<file path="config.mk">
export PLATFORM = sky130hd
export DESIGN_NAME = isq_step_seq
export DESIGN_NICKNAME = d
export VERILOG_FILES = /design/src/rtl/isq_pkg.sv /design/src/rtl/isq_decode.sv /design/src/rtl/isq_sp_step.sv /design/src/rtl/isq_cost_add.sv /design/src/rtl/isq_step_seq.sv
export SDC_FILE = /design/constraint.sdc
export NUM_CORES = 1
export LEC_CHECK = 0
export BUFFER_PORTS_ARGS = -buffer_cell sky130_fd_sc_hd__buf_2
export CAP_MARGIN = 5
export CORE_MARGIN = 2
export CORE_UTILIZATION = 59
export CTS_BUF_LIST = sky130_fd_sc_hd__clkbuf_8
export DETAILED_ROUTE_END_ITERATION = 12
export GPL_ROUTABILITY_DRIVEN = 0
export PLACE_DENSITY = 0.88
export SLEW_MARGIN = 20
export SYNTH_ARGS = -nofsm -noshare
export SYNTH_HDL_FRONTEND = slang
export SYNTH_SLANG_ARGS = --single-unit
</file>
<file path="constraint.sdc">
create_clock -name clk -period 8.8 [get_ports clk]
set_input_delay 0.44 -clock clk [delete_from_list [all_inputs] [get_ports clk]]
set_output_delay 0.44 -clock clk [all_outputs]
set_load 0.005 [all_outputs]
</file>
<file path="src/rtl/isq_pkg.sv">
package isq_pkg;

    typedef enum logic [2:0] {
        ST_IDLE,
        ST_FETCH,
        ST_DECODE,
        ST_RES_A,
        ST_RES_B,
        ST_EXEC,
        ST_PUSH_RET,
        ST_DONE
    } isq_state_e;

    typedef enum logic [1:0] {
        EXT_NOP,
        EXT_CALL,
        EXT_HALT,
        EXT_NONE
    } isq_ext_e;

    // stack actions reported by the operand resolver
    localparam logic [1:0] SPOP_NONE = 2'd0;
    localparam logic [1:0] SPOP_INC  = 2'd1;
    localparam logic [1:0] SPOP_DEC  = 2'd2;

    // operand selectors that name the sequencer-owned pointers
    localparam logic [5:0] SEL_SP = 6'h1b;
    localparam logic [5:0] SEL_PC = 6'h1c;

endpackage

</file>
<file path="src/rtl/isq_decode.sv">
module isq_decode
    import isq_pkg::*;
#(
    parameter int IW    = 16,
    parameter int OPW   = 4,
    parameter int FW    = 6,
    parameter int N_EXT = 3
) (
    input  logic [IW-1:0]  instr_i,
    output logic [OPW-1:0] op_o,
    output logic [FW-1:0]  a_sel_o,
    output logic [FW-1:0]  b_sel_o,
    output logic           is_ext_o,
    output isq_ext_e       ext_kind_o
);
    localparam int A_LO = OPW;
    localparam int B_LO = OPW + FW;

    always_comb begin
        op_o     = instr_i[OPW-1:0];
        a_sel_o  = instr_i[A_LO +: FW];
        b_sel_o  = instr_i[B_LO +: FW];
        is_ext_o = (op_o == '0);
        if (a_sel_o >= FW'(N_EXT)) begin
            ext_kind_o = EXT_NONE;
        end else begin
            case (a_sel_o)
                FW'(0):  ext_kind_o = EXT_NOP;
                FW'(1):  ext_kind_o = EXT_CALL;
                FW'(2):  ext_kind_o = EXT_HALT;
                default: ext_kind_o = EXT_NONE;
            endcase
        end
    end

endmodule

</file>
<file path="src/rtl/isq_sp_step.sv">
module isq_sp_step
    import isq_pkg::*;
#(
    parameter int DW = 16
) (
    input  logic [DW-1:0] sp_i,
    input  logic [1:0]    act_i,
    output logic [DW-1:0] sp_o
);
    always_comb begin
        case (act_i)
            SPOP_INC: sp_o = sp_i + DW'(1);
            SPOP_DEC: sp_o = sp_i - DW'(1);
            default:  sp_o = sp_i;
        endcase
    end

endmodule

</file>
<file path="src/rtl/isq_cost_add.sv">
module isq_cost_add #(
    parameter int CW = 8,
    parameter int AMW = 2
) (
    input  logic [CW-1:0]  acc_i,
    input  logic [AMW-1:0] amt_i,
    output logic [CW-1:0]  sum_o
);
    logic [CW:0] wide;

    always_comb begin
        wide  = {1'b0, acc_i} + (CW+1)'(amt_i);
        sum_o = wide[CW] ? {CW{1'b1}} : wide[CW-1:0];
    end

endmodule

</file>
<file path="src/rtl/isq_step_seq.sv">
module isq_step_seq
    import isq_pkg::*;
#(
    parameter int DW    = 16,
    parameter int OPW   = 4,
    parameter int FW    = 6,
    parameter int CW    = 8,
    parameter int N_EXT = 3
) (
    input  logic           clk,
    input  logic           rst_n,
    input  logic           step_i,
    output logic           done_o,
    output logic           halted_o,
    output logic [CW-1:0]  cycles_o,
    output logic [DW-1:0]  pc_o,
    output logic [DW-1:0]  sp_o,
    output logic [DW-1:0]  mem_addr_o,
    output logic           mem_rd_o,
    input  logic [DW-1:0]  mem_rdata_i,
    output logic           mem_wr_o,
    output logic [DW-1:0]  mem_wdata_o,
    output logic           res_req_o,
    output logic [FW-1:0]  res_code_o,
    input  logic           res_ack_i,
    input  logic [DW-1:0]  res_val_i,
    input  logic [1:0]     res_cost_i,
    input  logic           res_pc_inc_i,
    input  logic [1:0]     res_sp_op_i,
    output logic           alu_go_o,
    output logic [OPW-1:0] alu_op_o,
    output logic [DW-1:0]  alu_a_o,
    output logic [DW-1:0]  alu_b_o,
    input  logic           alu_done_i,
    input  logic [DW-1:0]  alu_res_i,
    input  logic           alu_wr_i,
    input  logic           alu_skip_i,
    input  logic [1:0]     alu_cost_i,
    output logic           wb_en_o,
    output logic [FW-1:0]  wb_code_o,
    output logic [DW-1:0]  wb_data_o
);
    localparam int IW = OPW + 2 * FW;
    localparam int AMW = 2;

    typedef struct packed {
        isq_state_e    st;
        logic [DW-1:0] pc;
        logic [DW-1:0] sp;
        logic [DW-1:0] sp_save;
        logic [IW-1:0] instr;
        logic [DW-1:0] a_val;
        logic [DW-1:0] b_val;
        logic [CW-1:0] cyc;
        logic          skip;
        logic          halted;
    } seq_t;

    seq_t s_q, s_d;

    logic [OPW-1:0] dec_op;
    logic [FW-1:0]  dec_a, dec_b;
    logic           dec_ext;
    isq_ext_e       dec_kind;
    logic [DW-1:0]  sp_res;
    logic [AMW-1:0] cost_amt;
    logic [CW-1:0]  cyc_sum;

    isq_decode #(.IW(IW), .OPW(OPW), .FW(FW), .N_EXT(N_EXT)) i_decode (
        .instr_i    (s_q.instr),
        .op_o       (dec_op),
        .a_sel_o    (dec_a),
        .b_sel_o    (dec_b),
        .is_ext_o   (dec_ext),
        .ext_kind_o (dec_kind)
    );

    isq_sp_step #(.DW(DW)) i_sp_step (
        .sp_i  (s_q.sp),
        .act_i (res_sp_op_i),
        .sp_o  (sp_res)
    );

    isq_cost_add #(.CW(CW), .AMW(AMW)) i_cost_add (
        .acc_i (s_q.cyc),
        .amt_i (cost_amt),
        .sum_o (cyc_sum)
    );

    // cost charged in the current state
    always_comb begin
        cost_amt = '0;
        case (s_q.st)
            ST_RES_A, ST_RES_B: cost_amt = res_cost_i;
            ST_EXEC: begin
                if (dec_ext) begin
                    case (dec_kind)
                        EXT_NOP:  cost_amt = AMW'(1);
                        EXT_CALL: cost_amt = AMW'(2);
                        default:  cost_amt = '0;
                    endcase
                end else begin
                    cost_amt = alu_cost_i;
                end
            end
            default: cost_amt = '0;
        endcase
    end

    always_comb begin
        s_d         = s_q;
        done_o      = 1'b0;
        mem_addr_o  = s_q.pc;
        mem_rd_o    = 1'b0;
        mem_wr_o    = 1'b0;
        mem_wdata_o = s_q.pc;
        res_req_o   = 1'b0;
        res_code_o  = dec_a;
        alu_go_o    = 1'b0;
        alu_op_o    = dec_op;
        alu_a_o     = s_q.a_val;
        alu_b_o     = s_q.b_val;
        wb_en_o     = 1'b0;
        wb_code_o   = dec_a;
        wb_data_o   = alu_res_i;

        case (s_q.st)
            ST_IDLE: begin
                if (step_i) begin
                    s_d.cyc = '0;
                    s_d.st  = s_q.halted ? ST_DONE : ST_FETCH;
                end
            end
            ST_FETCH: begin
                mem_rd_o   = 1'b1;
                mem_addr_o = s_q.pc;
                s_d.st     = ST_DECODE;
            end
            ST_DECODE: begin
                s_d.instr   = mem_rdata_i[IW-1:0];
                s_d.pc      = s_q.pc + DW'(1);
                s_d.sp_save = s_q.sp;
                s_d.st      = (mem_rdata_i[OPW-1:0] == '0) ? ST_RES_B : ST_RES_A;
            end
            ST_RES_A: begin
                res_req_o  = 1'b1;
                res_code_o = dec_a;
                if (res_ack_i) begin
                    s_d.a_val = res_val_i;
                    s_d.cyc   = cyc_sum;
                    s_d.pc    = s_q.pc + DW'(res_pc_inc_i);
                    s_d.sp    = sp_res;
                    s_d.st    = ST_RES_B;
                end
            end
            ST_RES_B: begin
                res_req_o  = 1'b1;
                res_code_o = dec_b;
                if (res_ack_i) begin
                    s_d.b_val = res_val_i;
                    s_d.cyc   = cyc_sum;
                    s_d.pc    = s_q.pc + DW'(res_pc_inc_i);
                    if (s_q.skip) begin
                        s_d.skip = 1'b0;
                        s_d.sp   = s_q.sp_save;
                        s_d.st   = ST_DONE;
                    end else begin
                        s_d.sp = sp_res;
                        s_d.st = ST_EXEC;
                    end
                end
            end
            ST_EXEC: begin
                if (dec_ext) begin
                    s_d.cyc = cyc_sum;
                    s_d.st  = ST_DONE;
                    case (dec_kind)
                        EXT_CALL: begin
                            s_d.sp = s_q.sp - DW'(1);
                            s_d.st = ST_PUSH_RET;
                        end
                        EXT_HALT: s_d.halted = 1'b1;
                        default: ;
                    endcase
                end else begin
                    alu_go_o = 1'b1;
                    if (alu_done_i) begin
                        s_d.cyc  = cyc_sum;
                        s_d.skip = alu_skip_i;
                        s_d.st   = ST_DONE;
                        if (alu_wr_i) begin
                            wb_en_o = 1'b1;
                            if (dec_a == SEL_SP) s_d.sp = alu_res_i;
                            if (dec_a == SEL_PC) s_d.pc = alu_res_i;
                        end
                    end
                end
            end
            ST_PUSH_RET: begin
                mem_wr_o    = 1'b1;
                mem_addr_o  = s_q.sp;
                mem_wdata_o = s_q.pc;
                s_d.pc      = s_q.b_val;
                s_d.st      = ST_DONE;
            end
            ST_DONE: begin
                done_o = 1'b1;
                s_d.st = ST_IDLE;
            end
            default: s_d.st = ST_IDLE;
        endcase
    end

    always_ff @(posedge clk or negedge rst_n) begin
        if (!rst_n) begin
            s_q <= '{st: ST_IDLE, default: '0};
        end else begin
            s_q <= s_d;
        end
    end

    assign halted_o = s_q.halted;
    assign cycles_o = s_q.cyc;
    assign pc_o     = s_q.pc;
    assign sp_o     = s_q.sp;

endmodule

</file>
==> out/metrics.csv <==
stage,metric,value,unit
status,status,finished clean,
sta,slew_violations,0,
layout,fin_util,63.9,%
placed_design,dp_slack,4.83,ns
sta,clock_skew,0.0143,ns
grt,grt_pass1_vias,6247,
floorplan,die_h,118,um
critical_path,worstReg2RegEnd,cycles_o[3],
yosys,ys_top_cells_by_area,"dfrtp_1 (36%), mux2_2 (12%), buf_4 (11%), o21ai_0 (4.4%), nor2_1 (2.7%)",
drt,drc,0,
critical_path,critPathRequiredTime,9.13,ns
drt,via_count,6783,
clocking,holdBufCountCts,0,
drt,drt_iter0_drc,931,
placed_design,dpl-instance-area,7870,um^2
sta,hold_viol,0,
sta,final.period_utilization,46.4,%
sta,setup_viol_count_final,0,
clocking,cts_resized,0,
clocking,h-tree-depth,3,
yosys,yosysMostFrequentCell,buf_4,
yosys,ys_seq_area_share,35.8,%
drt,drtPass1Iterations,7,
critical_path,r2r_slack,4.72,ns
clocking,cts_made_buffers,9,
grt,grt_max_degree,57,
sta,setup_tns,0,ns
clocking,clock-sinks,109,
floorplan,core,12600,um^2
yosys,syn_area,7620,um^2
clocking,cts_tree,built,
critical_path,cp-startpoint,s_q[106],
clocking,clk_latency,0.42,ns
yosys,yosys_register_bits,109,
layout,layout.cells.non_filler,1069,
grt,antenna_found_initial,0,
sta,whs,0.0440,ns
floorplan,die_x,118,um
sta,relSlewSlack,38.6,%
clocking,cts-root-buf,clkbuf_8,
critical_path,endpoint_kind,register,
layout,area_delta_synth_final,5.86,%
clocking,path_clk_slew,0.12,ns
drt,antenna_left,0,
pwr,p_total,2.79,mW
yosys,synthArstFlopShare,100,%
layout,final_area,8070,um^2
yosys,synth_top_flop_cell,dfrtp_1,
grt,gr-total-overflow,0,
drt,wl,21300,um
floorplan,num_rows,41,
critical_path,rr_startpoint,s_q[106],
drt,via_per_inst,6.35,
yosys,syn_nets,903,
placed_design,portBuffers,204,
hold_path,hp-class,in -> async,
pwr,p_per_area,346,nW/um^2
yosys,synth_edf_count,0,
critical_path,critPathLaunchType,register,
yosys,avgSynthCellArea,9.16,um^2
placed_design,dp_hpwl,15300,um
yosys,synth.top_cell.area_share,35.8,%
layout,drive_gt1_share,36.9,%
yosys,yosysWarnings,0,
grt,grt_usage,30.1,%
sta,grt_setup_unrepaired,false,
sta,setup_slack,4.72,ns
critical_path,reg2regPathDepth,12,
sta,min_period,4.08,ns
layout,fin_nets,963,
layout,n_antenna_cell,0,
floorplan,dieArea,13800,um^2
pwr,p_leak,3.66,nW
yosys,synthCells,832,
critical_path,crit_arrival,4.41,ns
critical_path,cp_max_fo,26,
flow_run,drv_cap,0,
pwr,peakVddDrop,0.247,mV
critical_path,critPathKind,reg -> reg,
sta,fmax,245,MHz
yosys,yosysTopAreaCell,dfrtp_1,
grt,grt_pass1_wl,33500,um
drt,wl_per_cell,19.9,um
yosys,synth_common_cells,"buf_4 (116), dfrtp_1 (109), mux2_2 (82), o21ai_0 (67), nor2_1 (54)",
floorplan,start_util,60.4,%
clocking,cts_buffer_depth,2,
clocking,cts_setup_buffers,0,
sta,worst_slew_pin_slew,0.920,ns
placed_design,placed_cells,1053,
floorplan,io_pins,205,
yosys,ys_types,75,
## flip-flops by register name, indices dropped and copies added (netlist names)
name and cells:
alu_a_o 16, s_q 36, alu_b_o 16, sp_o 16
halted_o 1, cycles_o 8, mem_wdata_o 16
## critical path: stages (launching register included)
cell and delay [ns]:
dfrtp_1 0.88, nand3b_1 0.37, nor2_1 0.61, a221o_1 0.25
ha_1 0.17, inv_1 0.06, fa_1 0.40, nand2b_1 0.17
or2_2 0.30, nor2_1 0.23, nand3_1 0.21, a21boi_0 0.17
o21ai_0 0.18
## routing by layer
layer / global-route usage (%) / wire length (um)
met5: 0 / 0
met3: 6.40 / 2230
met4: 10.5 / 545
met1: 41.2 / 8670
met2: 47.6 / 9830
## cells by family (layout without fill, tap and decap cells)
| kind of cell | after synthesis | in the layout | synth area share [%] |
|---|---|---|---|
| XOR/XNOR | 11 | 11 | 1.26 |
| buffers and inverters | 181 | 246 | 14.8 |
| adder cells (fa/ha/maj) | 9 | 9 | 1.58 |
| AND/OR/NAND/NOR | 211 | 211 | 14.3 |
| multiplexers | 87 | 87 | 12.8 |
| AO/OA/AOI/OAI | 224 | 224 | 19.5 |
| flip-flops | 109 | 109 | 35.8 |
## area by class of cell
type / count / area (um^2)
Fill cell: 1082 / 4550
Multi-Input combinational cell: 542 / 3780
Sequential cell: 109 / 2730
Timing Repair Buffer: 211 / 1080
Tap cell: 172 / 215
Clock buffer: 9 / 124
Clock inverter: 7 / 77.6
Inverter: 19 / 71.3
## worst max path at each step
stage | endpoint | depth (start not counted) | slack (ns)
floorplan | cycles_o[3] | 13 | 5.57
global placement | cycles_o[3] | 12 | 5.05
detailed placement | cycles_o[3] | 12 | 4.83
CTS | cycles_o[3] | 12 | 4.80
global route | cycles_o[3] | 12 | 4.46
finish | cycles_o[3] | 12 | 4.72
## power by group
part           internal [mW]  total (mW)  switching (mW)
clock network          0.112       0.311           0.199
registers              0.722        1.05           0.327
logic                  0.681        1.43           0.751
## layout by cell type, fill, tap and decap left out, types with 5 or more instances in the layout
cell type	n
buf_2	203
dfrtp_1	109
mux2_2	82
o21ai_0	66
nor2_1	51
nand2_1	48
a21oi_1	39
nand3_1	17
inv_1	16
a31oi_1	14
nor3_1	14
and3_1	12
a22oi_1	10
a22o_1	10
a222oi_1	10
clkbuf_8	9
nor4_1	8
ha_1	8
buf_4	8
a21o_1	7
nand2b_1	7
a221oi_1	6
or2_2	6
xnor2_1	6
o22ai_1	6
nor2b_1	5
nand3b_1	5
o211ai_1	5
mux2i_1	5
xor2_1	5
or3_1	5
nand4_1	5
No activity file was read; power rests on OpenSTA's default activity.
